==> src/rtl/rtg_pkg.sv <==
package rtg_pkg;
  localparam int unsigned CW        = 11;
  localparam int unsigned NAX       = 2;
  localparam int unsigned NKIND     = 4;
  localparam int unsigned HI_LSB    = 16;
  localparam int unsigned K_SIZE    = 0;
  localparam int unsigned K_BLANK   = 1;
  localparam int unsigned K_SYNC    = 2;
  localparam int unsigned K_FP      = 3;
  localparam int unsigned CTRL_EN   = 0;
  localparam int unsigned CTRL_POL  = 4;

  typedef logic [CW-1:0] pos_t;

  typedef struct packed {
    pos_t act;
    pos_t tot;
    pos_t bs;
    pos_t be;
    pos_t ss;
    pos_t se;
    pos_t fs;
    pos_t fe;
  } axis_cfg_t;
endpackage

==> src/rtl/rtg_regs.sv <==
module rtg_regs
  import rtg_pkg::*;
#(
  parameter int unsigned ADDR_W = 4,
  parameter int unsigned DW     = 32
) (
  input  logic                 clk,
  input  logic                 rst,
  input  logic                 wr_en,
  input  logic [ADDR_W-1:0]    wr_addr,
  input  logic [DW-1:0]        wr_data,
  input  logic                 load,
  output logic                 ctrl_en,
  output logic [1:0]           pol,
  output axis_cfg_t [NAX-1:0]  live
);
  localparam int unsigned NSLOT = NAX * NKIND;

  logic [NSLOT*CW-1:0]  lo_flat;
  logic [NSLOT*CW-1:0]  hi_flat;
  axis_cfg_t [NAX-1:0]  shadow;
  logic                 unused_bits;

  assign unused_bits = ^{wr_data[DW-1:HI_LSB+CW], wr_data[HI_LSB-1:CW]};

  always_ff @(posedge clk) begin
    if (rst) begin
      ctrl_en <= 1'b0;
      pol     <= 2'b00;
    end else if (wr_en && wr_addr == '0) begin
      ctrl_en <= wr_data[CTRL_EN];
      pol     <= wr_data[CTRL_POL +: 2];
    end
  end

  for (genvar a = 0; a < NAX; a++) begin : g_ax
    for (genvar k = 0; k < NKIND; k++) begin : g_kind
      localparam int unsigned SLOT = a * NKIND + k;
      pos_t lo_q, hi_q;
      always_ff @(posedge clk) begin
        if (rst) begin
          lo_q <= '0;
          hi_q <= '0;
        end else if (wr_en && wr_addr == ADDR_W'(SLOT + 1)) begin
          lo_q <= wr_data[CW-1:0];
          hi_q <= wr_data[HI_LSB +: CW];
        end
      end
      assign lo_flat[SLOT*CW +: CW] = lo_q;
      assign hi_flat[SLOT*CW +: CW] = hi_q;
    end
  end

  always_comb begin
    for (int a = 0; a < NAX; a++) begin
      shadow[a].act = lo_flat[(a*NKIND+K_SIZE)*CW  +: CW];
      shadow[a].tot = hi_flat[(a*NKIND+K_SIZE)*CW  +: CW];
      shadow[a].bs  = lo_flat[(a*NKIND+K_BLANK)*CW +: CW];
      shadow[a].be  = hi_flat[(a*NKIND+K_BLANK)*CW +: CW];
      shadow[a].ss  = lo_flat[(a*NKIND+K_SYNC)*CW  +: CW];
      shadow[a].se  = hi_flat[(a*NKIND+K_SYNC)*CW  +: CW];
      shadow[a].fs  = lo_flat[(a*NKIND+K_FP)*CW    +: CW];
      shadow[a].fe  = hi_flat[(a*NKIND+K_FP)*CW    +: CW];
    end
  end

  always_ff @(posedge clk) begin
    if (rst)       live <= '0;
    else if (load) live <= shadow;
  end
endmodule

==> src/rtl/rtg_axis_counter.sv <==
module rtg_axis_counter #(
  parameter int unsigned CW = 11
) (
  input  logic          clk,
  input  logic          rst,
  input  logic          run,
  input  logic          step,
  input  logic [CW-1:0] tot,
  output logic [CW-1:0] cnt,
  output logic          wrap
);
  assign wrap = run && step && (cnt == tot);

  always_ff @(posedge clk) begin
    if (rst || !run)    cnt <= '0;
    else if (step) begin
      if (cnt == tot)   cnt <= '0;
      else              cnt <= cnt + CW'(1);
    end
  end
endmodule

==> src/rtl/rtg_axis_cmp.sv <==
module rtg_axis_cmp
  import rtg_pkg::*;
(
  input  pos_t      cnt,
  input  axis_cfg_t cfg,
  output logic      in_act,
  output logic      in_blk,
  output logic      in_sync,
  output logic      in_fp
);
  assign in_act  = (cnt <= cfg.act);
  assign in_blk  = (cnt >  cfg.bs) && (cnt <= cfg.be);
  assign in_sync = (cnt >= cfg.ss) && (cnt <  cfg.se);
  assign in_fp   = (cnt >= cfg.fs) && (cnt <  cfg.fe);
endmodule

==> src/rtl/raster_timing_gen.sv <==
module raster_timing_gen
  import rtg_pkg::*;
#(
  parameter int unsigned ADDR_W = 4,
  parameter int unsigned DW     = 32
) (
  input  logic              clk,
  input  logic              rst,
  input  logic              wr_en,
  input  logic [ADDR_W-1:0] wr_addr,
  input  logic [DW-1:0]     wr_data,
  output logic [CW-1:0]     hcount_o,
  output logic [CW-1:0]     vcount_o,
  output logic              de_o,
  output logic              blank_o,
  output logic              hsync_o,
  output logic              vsync_o,
  output logic              fp_hsync_o,
  output logic              fp_vsync_o
);
  localparam int unsigned VAX = NAX - 1;

  logic                ctrl_en;
  logic [1:0]          pol;
  axis_cfg_t [NAX-1:0] live;
  logic [NAX-1:0][CW-1:0] cnt;
  logic [NAX-1:0]      step;
  logic [NAX-1:0]      wrap;
  logic [NAX-1:0]      act_hit, blk_hit, sync_hit, fp_hit;
  pos_t                v_next;
  logic                xfer;

  rtg_regs #(.ADDR_W(ADDR_W), .DW(DW)) u_regs (
    .clk(clk), .rst(rst), .wr_en(wr_en), .wr_addr(wr_addr), .wr_data(wr_data),
    .load(xfer), .ctrl_en(ctrl_en), .pol(pol), .live(live)
  );

  for (genvar a = 0; a < NAX; a++) begin : g_axis
    if (a == 0) begin : g_first
      assign step[a] = 1'b1;
    end else begin : g_chain
      assign step[a] = wrap[a-1];
    end
    rtg_axis_counter #(.CW(CW)) u_cnt (
      .clk(clk), .rst(rst), .run(ctrl_en), .step(step[a]),
      .tot(live[a].tot), .cnt(cnt[a]), .wrap(wrap[a])
    );
    rtg_axis_cmp u_cmp (
      .cnt(cnt[a]), .cfg(live[a]), .in_act(act_hit[a]), .in_blk(blk_hit[a]),
      .in_sync(sync_hit[a]), .in_fp(fp_hit[a])
    );
  end

  assign v_next = (cnt[VAX] == live[VAX].tot) ? '0 : cnt[VAX] + CW'(1);
  assign xfer   = !ctrl_en || (wrap[0] && (v_next == live[VAX].bs + CW'(1)));

  always_ff @(posedge clk) begin
    if (rst) begin
      hcount_o   <= '0;
      vcount_o   <= '0;
      de_o       <= 1'b0;
      blank_o    <= 1'b0;
      hsync_o    <= 1'b0;
      vsync_o    <= 1'b0;
      fp_hsync_o <= 1'b0;
      fp_vsync_o <= 1'b0;
    end else begin
      hcount_o   <= cnt[0];
      vcount_o   <= cnt[VAX];
      de_o       <= ctrl_en && (&act_hit);
      blank_o    <= ctrl_en && (|blk_hit);
      hsync_o    <= (ctrl_en && sync_hit[0])   ^ pol[0];
      vsync_o    <= (ctrl_en && sync_hit[VAX]) ^ pol[1];
      fp_hsync_o <= (ctrl_en && fp_hit[0])     ^ pol[0];
      fp_vsync_o <= (ctrl_en && fp_hit[VAX])   ^ pol[1];
    end
  end
endmodule

==> config.mk <==
export PLATFORM = sky130hd
export DESIGN_NAME = raster_timing_gen
export DESIGN_NICKNAME = d
export VERILOG_FILES = /design/src/rtl/rtg_pkg.sv /design/src/rtl/rtg_regs.sv /design/src/rtl/rtg_axis_counter.sv /design/src/rtl/rtg_axis_cmp.sv /design/src/rtl/raster_timing_gen.sv
export SDC_FILE = /design/constraint.sdc
export NUM_CORES = 1
export LEC_CHECK = 0
export BUFFER_PORTS_ARGS = -buffer_cell sky130_fd_sc_hd__clkbuf_2
export CORE_MARGIN = 4
export CORE_UTILIZATION = 45
export CTS_CLUSTER_SIZE = 16
export DETAILED_ROUTE_END_ITERATION = 8
export PLACE_DENSITY = 0.72
export SYNTH_ARGS = -nofsm -noshare
export SYNTH_HDL_FRONTEND = slang
export SYNTH_SLANG_ARGS = --single-unit
==> constraint.sdc <==
create_clock -name clk -period 4.4 [get_ports clk]
set_input_delay 0.66 -clock clk [delete_from_list [all_inputs] [get_ports clk]]
set_output_delay 0.66 -clock clk [all_outputs]
set_load 0.02 [all_outputs]
==> out/results.ini <==
[power]
pwr-share-comb=0.038
seq_power_share=0.491
p_per_area_nw_per_um2=366
internal_power_mw=5.92
netSwitchingPower_mw=1.66
peakVddDrop_mv=0.298
p_clk_frac=0.472
p_leak_nw=8.90
p_sw_frac=0.219

[yosys]
synth_nets=2355
synth.distinct_cells=52
syn_inst=2163
ys_ff_latch=405
ys.warnings.count=0
netlist_top_cells_area=dfxtp_1 (43%), ha_1 (10%), mux2i_1 (9.7%)
synth-edff-count=0
netlist_area_um2=18600
yosys.area.top_type=dfxtp_1
ys.flop_type=dfxtp_1
synthArstFlopShare=0
yosysSeqAreaShare=0.435
synth.avg_cell_area_um2=8.62
synth.top_cell.area_share=0.435

[timing]
worst_clock_skew_ns=0.0174
finalHoldViolations=0
slew_violations=0
max_freq_ghz=0.275
period_needed_ns=3.64
worst_pin_slew_ns=1.12
fin_setup_tns_ns=0
fin_crit_sh=0.826
finalSetupViolCount=0
grt_setup_unrepaired=no
slew_headroom=0.249

[floorplanning]
die_area_um2=44700
core_um2=40900
fp-row-count=74
fp.dieH_um=212
start_util=0.456
io_pins=67
die_w_um=212

[clock_network]
cts_sinks=405
post_cts_buffers=0
tritoncts=done
clock_latency_ns=0.54
htree_levels=2
cts_hold_buf=0
cts_buffers=42
cts.path.max_buffers=3
clk_pin_slew_ns=0.06
cts_resized=0
cts_root_buf=clkbuf_16

[layout]
n_fill_cell=3760
drive_gt1_frac=0.0745
areaGrowthSynthToFinish_pct=11.0
nets=2362
multi_input_area_um2=9370
design_area_um2=20700
diodes=0
register_area_um2=8110

[grt]
grt_max_degree=145
grt_antenna_before_repair=2
grt_usage=0.209
grt_overflow=0
grt_pass1_vias=14600
grt_pass1_wl_um=75900

[critical_path]
cp.arrival_ns=4.02
endpoint_kind=register
cp-start-kind=register
critical_path_class=reg -> reg
crit_required_ns=4.78
cp_max_fo=37

[min_path]
min_path_type=reg -> reg

[placement]
port_buffers=56
gp_congestion=0.845
place_area_um2=19300
dpl.hpwl_um=31000

[route]
drt_wl_total_um=47500
drc_errors=0
first_pass_iters=5
vias_per_cell=5.37
vias=14700
wire_per_inst_um=17.4
postRouteAntennaNets=0
first_iter_violations=920

[job]
cap_violations=0

[run_status]
outcome=finished, final reports clean

## cell type report
type,instances,area share
clock buffer,64,0.0607
sequential,405,0.392
tap,532,0.0322
inverter,150,0.0272
timing repair buffer,92,0.0295
multi-input combinational,1479,0.453
clock inverter,10,0.00604
## kinds of logic (layout without fill, tap and decap cells)
kind of cell               Yosys count  in the layout  share of synthesized area
adders and majority gates          153            153                      0.103
AOI/OAI and AO/OA                  336            336                      0.104
buffers and inverters              279            316                     0.0639
xor gates and xnor gates            54             54                     0.0254
muxes                              181            181                     0.0972
DFF                                405            405                      0.435
and+or+nand+nor                    755            755                      0.172
## flip-flops by register name (all words and copies together) (netlist names)
name	cells
u_regs.g_ax.g_kind.hi_q	88
hcount_o	11
u_regs.pol	2
vcount_o	11
blank_o	1
fp_hsync_o	1
g_axis.u_cnt.cnt	22
vsync_o	1
de_o	1
u_regs.ctrl_en	1
fp_vsync_o	1
u_regs.live	176
u_regs.g_ax.g_kind.lo_q	88
hsync_o	1
## layer usage
layer	wire (um)	vias up	GRT usage
met3	2780	110	0.0330
met1	20400	7000	0.271
met5	24	-	0
li1	-	7158	-
met4	1690	4	0.0809
met2	22700	397	0.353
## power groups by stage
stage                     logic, mW  registers, mW  clock network [mW]
after detailed placement      0.283           3.80                   0
after floorplan               0.193           3.79                   0
final                         0.287           3.72                3.57
after CTS                     0.284           3.72                3.63
after global routing          0.309           3.72                3.79
after global placement        0.276           3.80                   0
## per-stage QoR
step | setup slack (ns) | cells | hold WS [ns] | total power, mW | util
4_1_cts | 0.769 | 2732 | 0.454 | 7.63 | 0.506
5_1_grt | 0.529 | 2732 | 0.468 | 7.81 | 0.506
6_report | 0.764 | 2732 | 0.453 | 7.58 | 0.506
3_3_place_gp | 0.881 | 2658 | 0.441 | 4.07 | 0.472
2_1_floorplan | 1.19 | 2163 | 0.436 | 3.99 | -
3_5_place_dp | 0.794 | 2658 | 0.446 | 4.08 | 0.472
## path summary, 6_finish.rpt
| check | start | to | slack, ns | cells past startpoint |
|---|---|---|---|---|
| hold reg to reg | u_regs.g_ax[1].g_kind[1].lo_q[8] | u_regs.g_ax[1].g_kind[1].lo_q[8] | 0.45 | 2 |
| setup reg to reg | g_axis[1].u_cnt.cnt[0] | u_regs.live[166] | 0.76 | 11 |
| hold / removal | u_regs.g_ax[1].g_kind[1].lo_q[8] | u_regs.g_ax[1].g_kind[1].lo_q[8] | 0.45 | 2 |
| setup / recovery | g_axis[1].u_cnt.cnt[0] | u_regs.live[166] | 0.76 | 11 |
## Yosys cell counts (13+ instances only)
| library cell | count |
|---|---|
| xnor2_1 | 45 |
| ha_1 | 153 |
| buf_6 | 14 |
| clkbuf_1 | 87 |
| clkbuf_2 | 15 |
| a21o_1 | 32 |
| nor2_1 | 220 |
| nand2_1 | 378 |
| nor2b_1 | 40 |
| nand2b_1 | 21 |
| o21ai_0 | 36 |
| mux2i_1 | 181 |
| inv_1 | 150 |
| a21oi_1 | 215 |
| nand3_1 | 26 |
| dfxtp_1 | 405 |
| o21a_1 | 13 |
| nand4_1 | 24 |
## layout by cell type, fill, tap and decap left out, drive strengths merged, types with 21 or more instances in the layout
master / count
clkbuf: 119
dfxtp: 405
nand2b: 21
nand4: 24
nor2: 220
inv: 150
o21ai: 36
ha: 153
mux2i: 181
nor2b: 40
buf: 37
nand3: 27
nand2: 378
a21o: 32
a21oi: 215
xnor2: 45
## worst max-delay path, cell delays in order (launching register included)
cell and delay, ns:
dfxtp_1 0.51, ha_1 0.33, nand2_1 0.11, or3_1 0.43
xor2_1 0.23, xnor2_1 0.11, o31a_1 0.24, o32a_1 0.22
o41ai_4 0.35, buf_4 0.58, mux2i_1 0.27, nor2_1 0.06
(Power assumes the default switching activity.)
